## src/rtl/pxp_pkg.sv

```systemverilog
package pxp_pkg;
  localparam int NCOL  = 3;
  localparam int IDX_R = 0;
  localparam int IDX_G = 1;
  localparam int IDX_B = 2;
endpackage

```

## src/rtl/pxp_row_ctrl.sv

```systemverilog
// Write side: row counter, one-hot row enables and fill bank select.
module pxp_row_ctrl #(
  parameter int NPIX = 8,
  parameter int WW   = 3
) (
  input  logic            clk,
  input  logic            rst,
  output logic [NPIX-1:0] row_we,
  output logic            wbank,
  output logic            wlast
);
  logic [WW-1:0] wcnt;

  assign wlast = (wcnt == WW'(NPIX-1));

  for (genvar i = 0; i < NPIX; i++) begin : g_dec
    assign row_we[i] = (wcnt == WW'(i));
  end

  always_ff @(posedge clk) begin
    if (rst) begin
      wcnt  <= '0;
      wbank <= 1'b0;
    end else if (wlast) begin
      wcnt  <= '0;
      wbank <= ~wbank;
    end else begin
      wcnt <= wcnt + 1'b1;
    end
  end
endmodule

```

## src/rtl/pxp_col_ctrl.sv

```systemverilog
// Read side: walks the columns of the bank that has just been filled.
module pxp_col_ctrl #(
  parameter int DEPTH = 8,
  parameter int RW    = 3
) (
  input  logic          clk,
  input  logic          rst,
  input  logic          start,
  input  logic          start_bank,
  output logic          busy,
  output logic          rbank,
  output logic [RW-1:0] rcol,
  output logic          rlast
);
  assign rlast = busy && (rcol == RW'(DEPTH-1));

  always_ff @(posedge clk) begin
    if (rst) begin
      busy  <= 1'b0;
      rbank <= 1'b0;
      rcol  <= '0;
    end else if (start) begin
      busy  <= 1'b1;
      rbank <= start_bank;
      rcol  <= '0;
    end else if (busy) begin
      if (rlast) busy <= 1'b0;
      else       rcol <= rcol + 1'b1;
    end
  end
endmodule

```

## src/rtl/pxp_matrix.sv

```systemverilog
// Two NPIX x DEPTH bit matrices for one colour: rows in, columns out.
module pxp_matrix #(
  parameter int NPIX  = 8,
  parameter int DEPTH = 8,
  parameter int RW    = 3
) (
  input  logic             clk,
  input  logic [NPIX-1:0]  row_we,
  input  logic             wbank,
  input  logic [DEPTH-1:0] pix,
  input  logic             rbank,
  input  logic [RW-1:0]    rcol,
  output logic [NPIX-1:0]  plane
);
  logic [DEPTH-1:0] bank0 [NPIX];
  logic [DEPTH-1:0] bank1 [NPIX];
  logic [DEPTH-1:0] rrow;

  // bit j of the pixel sits in column DEPTH-1-j, so column 0 holds the MSB
  always_comb begin
    for (int j = 0; j < DEPTH; j++) rrow[DEPTH-1-j] = pix[j];
  end

  always_ff @(posedge clk) begin
    for (int i = 0; i < NPIX; i++) begin
      if (row_we[i]) begin
        if (wbank) bank1[i] <= rrow;
        else       bank0[i] <= rrow;
      end
    end
  end

  always_comb begin
    for (int i = 0; i < NPIX; i++)
      plane[i] = rbank ? bank1[i][rcol] : bank0[i][rcol];
  end
endmodule

```

## src/rtl/pxp_sync_dly.sv

```systemverilog
// Fixed-length shift register for the sync signals.
module pxp_sync_dly #(
  parameter int STAGES = 9,
  parameter int W      = 2
) (
  input  logic         clk,
  input  logic         rst,
  input  logic [W-1:0] d,
  output logic [W-1:0] q
);
  logic [W-1:0] sr [STAGES];

  always_ff @(posedge clk) begin
    if (rst) begin
      for (int k = 0; k < STAGES; k++) sr[k] <= '0;
    end else begin
      sr[0] <= d;
      for (int k = 1; k < STAGES; k++) sr[k] <= sr[k-1];
    end
  end

  assign q = sr[STAGES-1];
endmodule

```

## src/rtl/pix_plane_xpose.sv

```systemverilog
module pix_plane_xpose #(
  parameter int NPIX  = 8,
  parameter int DEPTH = 8
) (
  input  logic             clk,
  input  logic             rst,
  input  logic [DEPTH-1:0] in_r,
  input  logic [DEPTH-1:0] in_g,
  input  logic [DEPTH-1:0] in_b,
  input  logic             in_hs,
  input  logic             in_vs,
  output logic             out_valid,
  output logic [NPIX-1:0]  out_r,
  output logic [NPIX-1:0]  out_g,
  output logic [NPIX-1:0]  out_b,
  output logic             out_done,
  output logic             out_hs,
  output logic             out_vs
);
  import pxp_pkg::*;

  localparam int WW  = $clog2(NPIX);
  localparam int RW  = $clog2(DEPTH);
  localparam int LAT = NPIX + 1;

  if (NPIX < DEPTH || DEPTH < 2) begin : g_bad_cfg
    $error("pix_plane_xpose needs NPIX >= DEPTH >= 2");
  end

  logic [NPIX-1:0]  row_we;
  logic             wbank, wlast;
  logic             rbusy, rbank, rlast;
  logic [RW-1:0]    rcol;
  logic [DEPTH-1:0] pix_in [NCOL];
  logic [NPIX-1:0]  plane  [NCOL];
  logic [1:0]       sync_q;

  assign pix_in[IDX_R] = in_r;
  assign pix_in[IDX_G] = in_g;
  assign pix_in[IDX_B] = in_b;

  pxp_row_ctrl #(.NPIX(NPIX), .WW(WW)) u_row (
    .clk(clk), .rst(rst), .row_we(row_we), .wbank(wbank), .wlast(wlast)
  );

  pxp_col_ctrl #(.DEPTH(DEPTH), .RW(RW)) u_col (
    .clk(clk), .rst(rst), .start(wlast), .start_bank(wbank),
    .busy(rbusy), .rbank(rbank), .rcol(rcol), .rlast(rlast)
  );

  for (genvar c = 0; c < NCOL; c++) begin : g_chan
    pxp_matrix #(.NPIX(NPIX), .DEPTH(DEPTH), .RW(RW)) u_mat (
      .clk(clk), .row_we(row_we), .wbank(wbank), .pix(pix_in[c]),
      .rbank(rbank), .rcol(rcol), .plane(plane[c])
    );
  end

  pxp_sync_dly #(.STAGES(LAT), .W(2)) u_sync (
    .clk(clk), .rst(rst), .d({in_hs, in_vs}), .q(sync_q)
  );

  assign out_hs = sync_q[1];
  assign out_vs = sync_q[0];

  always_ff @(posedge clk) begin
    if (rst) begin
      out_valid <= 1'b0;
      out_done  <= 1'b0;
      out_r     <= '0;
      out_g     <= '0;
      out_b     <= '0;
    end else begin
      out_valid <= rbusy;
      out_done  <= rlast;
      out_r     <= rbusy ? plane[IDX_R] : '0;
      out_g     <= rbusy ? plane[IDX_G] : '0;
      out_b     <= rbusy ? plane[IDX_B] : '0;
    end
  end
endmodule

```

## config.mk

```make
export PLATFORM = sky130hd
export DESIGN_NAME = pix_plane_xpose
export DESIGN_NICKNAME = d
export VERILOG_FILES = /design/src/rtl/pxp_pkg.sv /design/src/rtl/pxp_row_ctrl.sv /design/src/rtl/pxp_col_ctrl.sv /design/src/rtl/pxp_matrix.sv /design/src/rtl/pxp_sync_dly.sv /design/src/rtl/pix_plane_xpose.sv
export SDC_FILE = /design/constraint.sdc
export NUM_CORES = 1
export LEC_CHECK = 0
export CORE_MARGIN = 1.5
export CORE_UTILIZATION = 61
export CTS_CLUSTER_SIZE = 12
export DETAILED_ROUTE_END_ITERATION = 12
export PLACE_DENSITY = 0.91
export SETUP_SLACK_MARGIN = 0.2
export SLEW_MARGIN = 20
export SYNTH_ARGS = -nofsm -noshare
export SYNTH_HDL_FRONTEND = slang
export SYNTH_SLANG_ARGS = --single-unit
```

## constraint.sdc

```tcl
create_clock -name clk -period 3.1 [get_ports clk]
set_clock_uncertainty 0.1 [all_clocks]
set_input_delay 0.62 -clock clk [delete_from_list [all_inputs] [get_ports clk]]
set_output_delay 0.62 -clock clk [all_outputs]
set_load 0.1 [all_outputs]
```

==> results.json <==
{
  "synth_compound_area_frac": 0.04279,
  "cts_tree": "yes",
  "final_cell_mix": "384 x edfxtp_1, 104 x mux2i_1, 65 x buf_4",
  "diodes": 0,
  "io_pins": 56,
  "area_growth_pct": 13.12,
  "synth_nets": 913,
  "cp.required_ps": 3420,
  "die-area_um2": 28080,
  "grt_pass1_vias": 9211,
  "fillers": 1433,
  "die-width_um": 167.6,
  "cts_setup_buffers": 0,
  "ys_seq_elements": 437,
  "fin_crit_ps": 2419,
  "place_congestion": 0.7724,
  "clock-sinks": 437,
  "totalNegativeSetupSlack_ps": 0,
  "cts-root-buf": "clkbuf_16",
  "first_iter_violations": 1037,
  "wl_mm": 38.75,
  "fp-row-count": 60,
  "grt_first_pass_wirelength_mm": 57.70,
  "synthMuxAreaShare": 0.1269,
  "min_path_cells": 1,
  "synth-simple-area-share": 0.03635,
  "cp_cell_sequence": "or2_2, o22ai_1, o31ai_1",
  "ys_warn_count": 0,
  "worstHoldPathType": "register to register",
  "die_y_um": 167.6,
  "holdPathEnd": "u_sync.sr[0][9]",
  "ant_nets": 0,
  "dpl_worst_slack_ps": 772.0,
  "grt_antenna_before_repair": 0,
  "ys_types": 31,
  "cts_resized": 0,
  "placed_cells": 1264,
  "via_per_inst": 6.642,
  "cp-startpoint": "u_col.rcol[1]",
  "p_clk_frac": 0.409,
  "finalSetupViolCount": 0,
  "syn_avg_cell_area_um2": 18.84,
  "drc_errors": 0,
  "syn_area_um2": 16520,
  "worstSkewPairLatency_ps": 540,
  "synth_xor_area_frac": 0.001060,
  "fp.coreArea_um2": 26800,
  "drive_above_1_share": 0.1830,
  "min_from": "u_sync.sr[0][7]",
  "synthCells": 877,
  "end_kind": "register",
  "vdd_drop_max_mv": 0.4392,
  "multiInputGateArea_um2": 3533,
  "path_class": "register to register",
  "slew_headroom": 0.4200,
  "pwr-share-seq": 0.561,
  "numCtsBuffers": 43,
  "swShare": 0.2014,
  "r2r_setup_slack_ps": 680,
  "layout_commonest_cell": "edfxtp_1",
  "finalMaxSlewViolations": 0,
  "leakagePower_uw": 0.006002,
  "rsz0062_at_grt": "no",
  "power_switching_uw": 2364,
  "synth_top_family_by_area": "multiplexers",
  "clk_path_buf_depth": 3,
  "cap_violations": 0,
  "cp.arrival_ps": 2740,
  "wire_per_inst_um": 28.90,
  "fmaxAchievable_ghz": 0.4134,
  "cts_hold_buf": 0,
  "met3WireLength_mm": 4.597,
  "cpMaxStageDelayCell": "dfxtp_1",
  "cp-start-kind": "register",
  "num_vias": 8907,
  "internal_power_uw": 9376,
  "grt.total_usage": 0.2823,
  "r2r-end": "out_r[7]",
  "worst_pin_slew_ps": 866.1,
  "r2r_start": "u_col.rcol[1]",
  "final.setup.worst_slack_ps": 681.1,
  "routed.top_layer": "met4",
  "grt_max_degree": 40,
  "synth_edf_count": 384,
  "fin_cells": 1341,
  "ys.flop_type": "edfxtp_1",
  "path_clk_slew_ps": 60,
  "power_density_nw_per_um2": 628.2,
  "nNetsFinal": 1004,
  "seq_area_frac_synth": 0.7622,
  "initial_core_util": 0.6164,
  "hold_violations": 0,
  "drtPass1Iterations": 6,
  "status": "complete, no violations",
  "grt-ovfl-total": 0,
  "synthArstFlopShare": 0,
  "reg2reg_depth": 3,
  "combinationalPowerShare": 0.030,
  "io_buffers": 55,
  "cpPeakStageDelay_ps": 820,
  "period_share": 0.7803,
  "wl_met2_mm": 18.98,
  "crit_path_max_fanout": 21,
  "wl_met1_mm": 13.71,
  "regArea_um2": 12600,
  "dp_hpwl_mm": 20.69,
  "cts_htree_levels": 2,
  "yosys.area_share.adder": 0.006059
}
## worst max-delay path by stage
| stage | end | slack, ps | cells after the start |
|---|---|---|---|
| CTS | out_b[2] | 680 | 5 |
| global placement | out_r[1] | 830 | 4 |
| floorplan | g_chan[0].u_mat.bank0[1][24] | 750 | 4 |
| finish | out_r[7] | 680 | 3 |
| global route | out_r[7] | 640 | 3 |
| detailed placement | out_r[0] | 770 | 4 |
## cell families after synthesis
family / after synthesis
xor gates and xnor gates: 2
buffers and inverters: 55
DFF: 437
adders and majority gates: 8
AOI/OAI and AO/OA: 99
muxes: 170
and+or+nand+nor: 106
## state kept, by name, indices dropped and copies added (netlist names), 3 cells and up
register	flops
out_g	8
g_chan.u_mat.bank0	192
u_col.rcol	3
u_row.wcnt	3
out_b	8
out_r	8
u_sync.sr	18
g_chan.u_mat.bank1	192
## power by group through the flow
stage	registers (µW)	clock network, µW	logic, µW
2_1_floorplan	6690	0	144
3_3_place_gp	6690	0	329
3_5_place_dp	6700	0	343
4_1_cts	6580	4840	349
5_1_grt	6590	5040	369
6_report	6580	4800	356
## cell type report
type,instances,area share
Multi-Input combinational cell,385,0.1891
Inverter,5,0.001004
Tap cell,341,0.02283
Timing Repair Buffer,96,0.04485
Clock buffer,73,0.06641
Clock inverter,4,0.001875
Sequential cell,437,0.6740
## worst max-delay path, delay by kind of cell (launching register included)
family | cells | cell delay [ps]
AND/OR/NAND/NOR | 1 | 750
AO/OA/AOI/OAI | 2 | 640
flip-flops | 1 | 820
## per-stage QoR
| step | hold slack [ps] | total power, µW | cell area [µm²] | util |
|---|---|---|---|---|
| finish | 339.4 | 11740 | 18690 | 0.6973 |
| global placement | 318.4 | 7019 | 17410 | 0.6497 |
| floorplan | 313.8 | 6836 | 16520 | - |
| global route | 353.2 | 12000 | 18690 | 0.6973 |
| detailed placement | 328.7 | 7045 | 17410 | 0.6497 |
| CTS | 343.7 | 11770 | 18690 | 0.6973 |
## per-layer routing
metal / GRT usage / up-vias
li1: - / 3651
met4: 0.1257 / 0
met2: 0.4614 / 747
met3: 0.05318 / 129
met5: 0 / -
met1: 0.3741 / 4380
## synthesized netlist by cell type (8+ instances only)
cell | instances | area, µm²
buf_4 | 8 | 60.06
mux2_2 | 42 | 473.0
a22oi_1 | 51 | 382.9
nand3_1 | 22 | 110.1
nor2_1 | 14 | 52.55
nor2b_1 | 45 | 281.5
mux4_2 | 13 | 292.8
ha_1 | 8 | 100.1
o22ai_1 | 21 | 131.4
clkbuf_1 | 17 | 63.81
mux4_1 | 11 | 289.0
and2_1 | 14 | 87.58
edfxtp_1 | 384 | 11530
dfxtp_1 | 53 | 1061
mux2i_1 | 104 | 1041
o31ai_1 | 21 | 157.7
buf_2 | 10 | 50.05
Power figures use the tool's default switching activity.
